[src/rtl/spi_burst_pkg.sv]
// Shared register map and constants for the burst SPI master.
// Assumes a 32-bit register bus with word addressing.
package spi_burst_pkg;
    localparam int REG_W    = 32;
    localparam int NUM_SEL  = 4;
    localparam int LEN_W    = 12;
    localparam int LEN_LSB  = 20;
    localparam int CHAN_LSB = 18;
    localparam int PHA_LSB  = 0;
    localparam int POL_LSB  = 4;
    localparam int ACT_LSB  = 12;
    localparam int IDLE_LSB = 20;
    localparam int BIT_EN   = 0;
    localparam int BIT_XCH  = 2;
    localparam int BIT_TC   = 7;
    localparam int BIT_OVF  = 6;

    typedef enum logic [2:0] {
        REG_RX     = 3'd0,
        REG_TX     = 3'd1,
        REG_CTRL   = 3'd2,
        REG_CFG    = 3'd3,
        REG_INTR   = 3'd4,
        REG_DMA    = 3'd5,
        REG_STAT   = 3'd6,
        REG_PERIOD = 3'd7
    } reg_addr_e;
endpackage

[src/rtl/spi_burst_fifo.sv]
// Show-ahead synchronous FIFO. The head word is visible whenever the FIFO is
// not empty. Push when full and pop when empty are ignored.
// Assumes DEPTH is a power of two.
module spi_burst_fifo #(
    parameter int WIDTH = 32,
    parameter int DEPTH = 64
) (
    input  logic             clk,
    input  logic             rst_n,
    input  logic             push,
    input  logic [WIDTH-1:0] push_data,
    input  logic             pop,
    output logic [WIDTH-1:0] head,
    output logic             empty,
    output logic             full
);
    localparam int AW = $clog2(DEPTH);

    logic [WIDTH-1:0] mem [DEPTH];
    logic [AW-1:0]    wr_ptr, rd_ptr;
    logic [AW:0]      cnt;
    logic             do_push, do_pop;

    assign empty   = (cnt == '0);
    assign full    = (cnt == (AW+1)'(DEPTH));
    assign do_push = push && !full;
    assign do_pop  = pop && !empty;
    assign head    = mem[rd_ptr];

    // Storage write, no reset needed on data.
    always_ff @(posedge clk) begin
        if (do_push) mem[wr_ptr] <= push_data;
    end

    // Pointer and occupancy bookkeeping.
    always_ff @(posedge clk) begin
        if (!rst_n) begin
            wr_ptr <= '0;
            rd_ptr <= '0;
            cnt    <= '0;
        end else begin
            if (do_push) wr_ptr <= wr_ptr + 1'b1;
            if (do_pop)  rd_ptr <= rd_ptr + 1'b1;
            cnt <= cnt + (AW+1)'(do_push) - (AW+1)'(do_pop);
        end
    end


    fifo_bound_chk: assert property (@(posedge clk) disable iff (!rst_n)
        full |=> (cnt == (AW+1)'(DEPTH)) || $past(do_pop));
endmodule

[src/rtl/spi_burst_engine.sv]
// Serial engine: runs one burst of len+1 bits. The first word carries the
// leftover bits right-aligned and every later word carries WORD_W bits.
// Assumes start is only raised while idle, and that mode inputs are
// stable in the start cycle.
module spi_burst_engine #(
    parameter int WORD_W   = 32,
    parameter int LEN_W    = 12,
    parameter int HALF_CYC = 2
) (
    input  logic              clk,
    input  logic              rst_n,
    input  logic              start,
    input  logic [LEN_W-1:0]  len,
    input  logic              cpha,
    input  logic              cpol,
    input  logic              sclk_idle,
    input  logic [WORD_W-1:0] tx_word,
    input  logic              tx_empty,
    output logic              tx_pop,
    output logic              rx_push,
    output logic [WORD_W-1:0] rx_word,
    input  logic              miso,
    output logic              busy,
    output logic              done,
    output logic              sclk,
    output logic              mosi
);
    localparam int SUB_W = $clog2(WORD_W);
    localparam int CW    = SUB_W + 1;
    localparam int TOT_W = LEN_W + 1;
    localparam int DIV_W = $clog2(HALF_CYC + 1);

    logic              busy_q, h_q, cpha_q, cpol_q, mosi_q;
    logic [DIV_W-1:0]  div_q;
    logic [CW-1:0]     wbits_q, first_k;
    logic [TOT_W-1:0]  left_q;
    logic [WORD_W-1:0] sreg_q, rx_q, rx_next, tx_in;
    logic              half_end, bit_end, samp, word_end, last_bit, go;

    assign go       = start && !busy_q;
    assign half_end = busy_q && (div_q == DIV_W'(HALF_CYC - 1));
    assign bit_end  = half_end && h_q;
    assign samp     = half_end && (h_q == cpha_q);
    assign rx_next  = samp ? {rx_q[WORD_W-2:0], miso} : rx_q;
    assign word_end = bit_end && (wbits_q == CW'(1));
    assign last_bit = bit_end && (left_q == TOT_W'(1));
    assign tx_in    = tx_empty ? '0 : tx_word;
    assign first_k  = CW'(len[SUB_W-1:0]) + CW'(1);

    assign tx_pop  = go || (word_end && !last_bit);
    assign rx_push = word_end;
    assign rx_word = rx_next;
    assign done    = last_bit;
    assign busy    = busy_q;
    assign sclk    = busy_q ? (cpol_q ^ h_q) : sclk_idle;
    assign mosi    = cpha_q ? mosi_q : sreg_q[WORD_W-1];

    // Burst sequencing: clock halves, bit and word counting, shifting.
    always_ff @(posedge clk) begin
        if (!rst_n) begin
            busy_q  <= 1'b0;
            h_q     <= 1'b0;
            cpha_q  <= 1'b0;
            cpol_q  <= 1'b0;
            mosi_q  <= 1'b0;
            div_q   <= '0;
            wbits_q <= '0;
            left_q  <= '0;
            sreg_q  <= '0;
            rx_q    <= '0;
        end else if (go) begin
            busy_q  <= 1'b1;
            h_q     <= 1'b0;
            div_q   <= '0;
            cpha_q  <= cpha;
            cpol_q  <= cpol;
            mosi_q  <= 1'b0;
            sreg_q  <= tx_in << (CW'(WORD_W) - first_k);
            wbits_q <= first_k;
            left_q  <= TOT_W'(len) + TOT_W'(1);
            rx_q    <= '0;
        end else if (busy_q) begin
            div_q <= half_end ? '0 : div_q + 1'b1;
            if (samp) rx_q <= rx_next;
            if (half_end) h_q <= ~h_q;
            if (half_end && !h_q && cpha_q) mosi_q <= sreg_q[WORD_W-1];
            if (bit_end) begin
                left_q <= left_q - 1'b1;
                if (last_bit) busy_q <= 1'b0;
                if (word_end) begin
                    rx_q    <= '0;
                    sreg_q  <= tx_in;
                    wbits_q <= CW'(WORD_W);
                end else begin
                    sreg_q  <= sreg_q << 1;
                    wbits_q <= wbits_q - 1'b1;
                end
            end
        end
    end


    burst_stops_chk: assert property (@(posedge clk) disable iff (!rst_n)
        done |=> !busy);

    count_alive_chk: assert property (@(posedge clk) disable iff (!rst_n)
        busy_q |-> (left_q != '0) && (wbits_q != '0));
endmodule

[src/rtl/spi_burst_master.sv]
// Register-programmed burst SPI master: register file, TX and RX FIFOs,
// chip-select decode and the serial engine.
// Assumes one bus access per bus_sel cycle; read data is combinational.
module spi_burst_master
    import spi_burst_pkg::*;
#(
    parameter int FIFO_DEPTH = 64,
    parameter int HALF_CYC   = 2
) (
    input  logic        clk,
    input  logic        rst_n,
    input  logic        bus_sel,
    input  logic        bus_wr,
    input  logic [2:0]  bus_addr,
    input  logic [31:0] bus_wdata,
    output logic [31:0] bus_rdata,
    output logic        sclk,
    output logic        mosi,
    input  logic        miso,
    output logic [3:0]  cs_out
);
    localparam int CH_W = $clog2(NUM_SEL);

    logic [REG_W-1:0] ctrl_q, cfg_q, intr_q, dma_q, period_q;
    logic             tc_q, ovf_q, start_q;
    logic [CH_W-1:0]  chan, chan_q;
    logic             wr, rd_rx;
    logic [REG_W-1:0] tx_head, rx_head, rx_word;
    logic             tx_empty, tx_full, rx_empty, rx_full;
    logic             tx_pop, rx_push, eng_busy, eng_done;

    assign wr    = bus_sel && bus_wr;
    assign rd_rx = bus_sel && !bus_wr && (bus_addr == REG_RX);
    assign chan  = ctrl_q[CHAN_LSB +: CH_W];

    // Register writes and burst start request.
    always_ff @(posedge clk) begin
        if (!rst_n) begin
            ctrl_q   <= '0;
            cfg_q    <= '0;
            intr_q   <= '0;
            dma_q    <= '0;
            period_q <= '0;
            start_q  <= 1'b0;
        end else begin
            start_q <= 1'b0;
            if (wr) begin
                unique case (bus_addr)
                    REG_CTRL: begin
                        ctrl_q <= bus_wdata & ~(REG_W'(1) << BIT_XCH);
                        start_q <= bus_wdata[BIT_EN] && bus_wdata[BIT_XCH]
                                   && !eng_busy && !start_q;
                    end
                    REG_CFG:    cfg_q    <= bus_wdata;
                    REG_INTR:   intr_q   <= bus_wdata;
                    REG_DMA:    dma_q    <= bus_wdata;
                    REG_PERIOD: period_q <= bus_wdata;
                    default: ;
                endcase
            end
        end
    end

    // Status flags: set by events, cleared by writing one.
    always_ff @(posedge clk) begin
        if (!rst_n) begin
            tc_q  <= 1'b0;
            ovf_q <= 1'b0;
        end else begin
            if (eng_done) tc_q <= 1'b1;
            else if (wr && bus_addr == REG_STAT && bus_wdata[BIT_TC]) tc_q <= 1'b0;
            if (rx_push && rx_full) ovf_q <= 1'b1;
            else if (wr && bus_addr == REG_STAT && bus_wdata[BIT_OVF]) ovf_q <= 1'b0;
        end
    end

    // Select captured at burst start, held for the burst.
    always_ff @(posedge clk) begin
        if (!rst_n)       chan_q <= '0;
        else if (start_q) chan_q <= chan;
    end

    // Read data selection.
    always_comb begin
        unique case (bus_addr)
            REG_RX:     bus_rdata = rx_empty ? '0 : rx_head;
            REG_CTRL:   bus_rdata = ctrl_q | (REG_W'(eng_busy | start_q) << BIT_XCH);
            REG_CFG:    bus_rdata = cfg_q;
            REG_INTR:   bus_rdata = intr_q;
            REG_DMA:    bus_rdata = dma_q;
            REG_STAT:   bus_rdata = (REG_W'(tc_q) << BIT_TC) | (REG_W'(ovf_q) << BIT_OVF);
            REG_PERIOD: bus_rdata = period_q;
            default:    bus_rdata = '0;
        endcase
    end

    // Per-select chip-select level decode.
    for (genvar n = 0; n < NUM_SEL; n++) begin : g_cs
        assign cs_out[n] = (eng_busy && chan_q == CH_W'(n)) ? cfg_q[ACT_LSB+n]
                                                            : ~cfg_q[ACT_LSB+n];
    end

    spi_burst_fifo #(.WIDTH(REG_W), .DEPTH(FIFO_DEPTH)) u_txf (
        .clk(clk), .rst_n(rst_n),
        .push(wr && bus_addr == REG_TX), .push_data(bus_wdata),
        .pop(tx_pop), .head(tx_head), .empty(tx_empty), .full(tx_full)
    );

    spi_burst_fifo #(.WIDTH(REG_W), .DEPTH(FIFO_DEPTH)) u_rxf (
        .clk(clk), .rst_n(rst_n),
        .push(rx_push), .push_data(rx_word),
        .pop(rd_rx), .head(rx_head), .empty(rx_empty), .full(rx_full)
    );

    spi_burst_engine #(.WORD_W(REG_W), .LEN_W(LEN_W), .HALF_CYC(HALF_CYC)) u_eng (
        .clk(clk), .rst_n(rst_n),
        .start(start_q), .len(ctrl_q[LEN_LSB +: LEN_W]),
        .cpha(cfg_q[PHA_LSB + 32'(chan)]), .cpol(cfg_q[POL_LSB + 32'(chan)]),
        .sclk_idle(cfg_q[IDLE_LSB + 32'(chan)]),
        .tx_word(tx_head), .tx_empty(tx_empty), .tx_pop(tx_pop),
        .rx_push(rx_push), .rx_word(rx_word), .miso(miso),
        .busy(eng_busy), .done(eng_done), .sclk(sclk), .mosi(mosi)
    );


    tc_raise_chk: assert property (@(posedge clk) disable iff (!rst_n)
        eng_done |=> tc_q);

    ovf_clear_chk: assert property (@(posedge clk) disable iff (!rst_n)
        (wr && bus_addr == REG_STAT && bus_wdata[BIT_OVF] && !(rx_push && rx_full))
        |=> !ovf_q);

    cs_hold_chk: assert property (@(posedge clk) disable iff (!rst_n)
        (eng_busy && $past(eng_busy) && !$past(wr && bus_addr == REG_CFG))
        |-> $stable(cs_out));

    tx_full_drop_chk: assert property (@(posedge clk) disable iff (!rst_n)
        (wr && bus_addr == REG_TX && tx_full && !tx_pop) |=> tx_full);
endmodule

[config.mk]
export PLATFORM = sky130hd
export DESIGN_NAME = spi_burst_master
export DESIGN_NICKNAME = d
export VERILOG_FILES = /design/src/rtl/spi_burst_pkg.sv /design/src/rtl/spi_burst_fifo.sv /design/src/rtl/spi_burst_engine.sv /design/src/rtl/spi_burst_master.sv
export SDC_FILE = /design/constraint.sdc
export NUM_CORES = 2
export LEC_CHECK = 0
export ABC_AREA = 1
export BUFFER_PORTS_ARGS = -buffer_cell sky130_fd_sc_hd__clkbuf_2
export CORE_MARGIN = 4
export CORE_UTILIZATION = 50
export DETAILED_ROUTE_END_ITERATION = 16
export PLACE_DENSITY = 0.68
export REMOVE_ABC_BUFFERS = 1
export SETUP_SLACK_MARGIN = 0.05
export SYNTH_ARGS = -nofsm -noshare
export SYNTH_HDL_FRONTEND = slang
export SYNTH_SLANG_ARGS = --single-unit
[constraint.sdc]
create_clock -name clk -period 4.8 [get_ports clk]
set_input_delay 0.96 -clock clk [delete_from_list [all_inputs] [get_ports clk]]
set_output_delay 0.96 -clock clk [all_outputs]
set_load 0.01 [all_outputs]
==> flow_summary_export.csv <==
group,metric,value,unit
setup_path,start_kind,"register",
setup_path,cp.required,3.84,ns
yosys,synth-seq-cells,4400,
sta,drv_slew,0,
cells_and_area,regArea,0.1291,mm²
routing,dr_total_vias,123302,
grt,grt-busiest-layer,"met2",
place,dp_hpwl,290.6,mm
floorplanning,die_x,602.5,µm
clock_tree,cts_tree,"built",
grt,use_met3,4.679,%
floorplanning,start_util,50.15,%
clock_tree,root_buffer,"clkbuf_16",
yosys,synth.avg_cell_area,11.93,µm²
setup_path,crit_slowest_cell,"o211ai_1",
setup_path,cp.depth,14,
floorplanning,die_y,602.5,µm
setup_path,critPathTopFamily,"compound AO/OA/AOI/OAI gates",
place,placed_cells,19163,
sta,relSlewSlack,12.96,%
setup_path,reg2reg_depth,12,
cells_and_area,area_delta_synth_final,14.93,%
routing,drt-total-wl,541.9,mm
setup_path,critPathMaxStageDelay,0.61,ns
place,place_ws,0.1704,ns
sta,fmax,201.5,MHz
routing,detailedRoute.firstPassIterationCount,7,
routing,first_iter_violations,17742,
grt,grt_max_degree,152,
floorplanning,core,0.3524,mm²
sta,fin_worst_skew,0.08451,ns
floorplanning,dieArea,0.3631,mm²
cells_and_area,instances_no_fill,20071,
setup_path,cp_max_fo,8,
sta,period_needed,4.962,ns
yosys,synth_edf_count,4096,
yosys,ys_warn_count,0,
cells_and_area,design_area,0.2031,mm²
sta,period_share,103.4,%
clock_tree,cts_sinks,4400,
grt,grt.total_usage,28.70,%
yosys,synth_seq_area_share,73.04,%
floorplanning,row_count,218,
pwr,power_density,383.8,mW/mm²
setup_path,crit_path_end_kind,"output pin",
worst_hold_path,hold_path_class,"input port to register",
cells_and_area,fillCellCount,27521,
place,place.port_buffers,77,
clock_tree,numCtsBuffers,434,
setup_path,crit_chain,"buf_16, buf_12, buf_16, buf_16, o21ai_2, o22ai_1, o21ai_1, o22ai_1, buf_4, o211ai_1, nand2_1, nand2_4, o2111ai_4, buf_6",
grt,grt_pass1_vias,115579,
pwr,peakVddDrop,0.3562,mV
setup_path,cp_common_cell,"buf_16",
place,gp_congestion,0.9070,
yosys,synthCells,14812,
pwr,total_power,77.96,mW
clock_tree,clock_latency,1.03,ns
place,placed_cell_area,0.1856,mm²
status,violations,"setup timing",
routing,drc,0,
clock_tree,h-tree-depth,5,
yosys,syn_area,0.1767,mm²
sta,hold_viol_final,0,
yosys,synth_top_area_share,69.59,%
setup_path,critical_path_class,"register to output pin",
sta,finalWorstSetupSlack,-0.1622,ns
routing,viasPerCell,6.143,
yosys,yosys.area.top_type,"edfxtp_1",
cells_and_area,fin_nets,15032,
yosys,synthTopCellsByArea,"edfxtp_1, nand3_1, nand2_1",
setup_path,critical_path_arrival,4.00,ns
yosys,yosysUniqueCellTypes,55,
grt,antenna_found_initial,14,
yosys,async_flop_share,0,%
clock_tree,holdBufCountCts,0,
grt,gr-usage-met1,37.51,%
routing,antenna_left,0,
grt,gr-total-overflow,0,
setup_path,path_buf_inv,6,
pwr,power_leakage,69.77,nW
floorplanning,io_pins,78,
cells_and_area,layout-drive-gt1-share,11.41,%
grt,grt_pass1_wl,777.6,mm
clock_tree,clock_path_buffers,4,
clock_tree,path_clk_slew,0.06,ns
status,status,"complete, but fails checks",
flow_run,max_cap_violations,0,
yosys,ys.flop_type,"edfxtp_1",
routing,wl_per_cell,27.00,µm
grt,grtUsageMet2,45.62,%
worst_hold_path,hold_depth,4,
sta,rsz0062_at_grt,"true",
sta,worst_pin_slew,1.303,ns
cells_and_area,multi_input_area,0.04490,mm²
sta,setup_viol,9,
where the power goes:
group          internal, mW  switching [mW]
combinational         0.830            1.99
clock                  19.0            14.5
sequential             41.6          0.0390
total                  61.4            16.6
final timing paths:
kind / to / slack (ns) / start
hold / removal: u_rxf.rd_ptr[0] / 0.42 / bus_wr
hold reg to reg: intr_q[16] / 0.45 / intr_q[16]
setup reg to reg: u_rxf.mem[30][29] / 0.50 / u_eng.busy
setup / recovery: bus_rdata[11] / -0.16 / register
state kept, by name, indices dropped and copies added (netlist names), 13 cells and up, named ones only:
| name | flops |
|---|---|
| dma_q | 32 |
| u_rxf.mem | 2048 |
| period_q | 32 |
| cfg_q | 32 |
| u_eng.sreg_q | 32 |
| u_txf.mem | 2048 |
| u_eng.left_q | 13 |
| ctrl_q | 31 |
| intr_q | 32 |
| u_eng.rx_q | 32 |
kinds of logic after synthesis:
group | Yosys count | synth area share, %
AND/OR/NAND/NOR | 6605 | 15.69
flip-flops | 4400 | 73.04
AO/OA/AOI/OAI | 2509 | 7.960
buffers and inverters | 1247 | 2.978
adder cells (fa/ha/maj) | 29 | 0.2138
XOR/XNOR | 22 | 0.1218
placed cells by master (no fill, tap or decap), types with 93 or more instances in the layout:
| cell type | n |
|---|---|
| edfxtp_1 | 4096 |
| nand2_1 | 2527 |
| nand3_1 | 2168 |
| nor2_1 | 1651 |
| o21ai_0 | 1469 |
| o22ai_1 | 505 |
| buf_4 | 466 |
| clkbuf_16 | 452 |
| dfxtp_1 | 293 |
| inv_1 | 189 |
| nor2_4 | 139 |
| a21oi_1 | 124 |
| clkbuf_1 | 97 |
| clkinv_1 | 94 |
| buf_12 | 93 |
layer usage:
metal  vias to the layer above  wire (µm)
li1                      54093          -
met1                     60170     196400
met2                      7654     252100
met3                      1383      57920
met4                         2      35550
met5                         -         13
worst register-to-register path: stages (launching register included):
cell and delay (ns):
dfxtp_1 0.58, inv_2 0.18, nor3_4 0.30, inv_2 0.09, nor2_4 0.20, nand4_4 0.20
nor2_4 0.35, inv_2 0.18, nor2_1 0.23, nand3_1 0.46, buf_4 0.36, nor2_4 0.07
buf_4 0.63
cell usage after synthesis (5+ instances only):
cell type,count
dfxtp_1,304
inv_1,198
a211oi_1,20
clkbuf_1,570
o22ai_1,559
a311oi_1,18
clkinv_1,5
xor2_1,13
xnor2_1,6
nand3_1,2182
buf_4,35
o211ai_1,21
o21ai_0,1559
a21oi_1,138
buf_2,347
a22oi_1,27
nand2_1,2546
ha_1,27
nor2_1,1805
nand4_1,11
nor3_1,33
edfxtp_1,4096
nor3b_1,5
o2111ai_1,13
buf_1,74
inv_2,15
a31oi_1,18
o221ai_1,79
o32ai_1,16
a221oi_1,29
layout make-up:
cell class / instances / share of cell area (%)
Sequential cell: 4400 / 63.57
Multi-Input combinational cell: 9165 / 22.11
Clock buffer: 564 / 5.777
Timing Repair Buffer: 738 / 4.056
Tap cell: 4730 / 2.914
Clock inverter: 243 / 1.098
Inverter: 219 / 0.4435
Timing Repair inverter: 5 / 0.02895
Antenna cell: 7 / 0.008624
repair_timing:
action	CTS	global route
resized for setup	296	130
pin swaps	35	55
gates cloned	38	12
endpoints found under the setup margin	32	32
hold endpoints to repair	0	0
buffers inserted	35	10
stage by stage:
step,TNS [ns],hold WS [ns],util (%)
floorplan,-4103.76,0.4239,-
global placement,0,0.4379,52.66
detailed placement,0,0.4443,52.66
CTS,-0.1282,0.3628,57.41
global route,-1.460,0.4374,57.64
finish,-0.4882,0.4166,57.64
(Power assumes the default switching activity.)
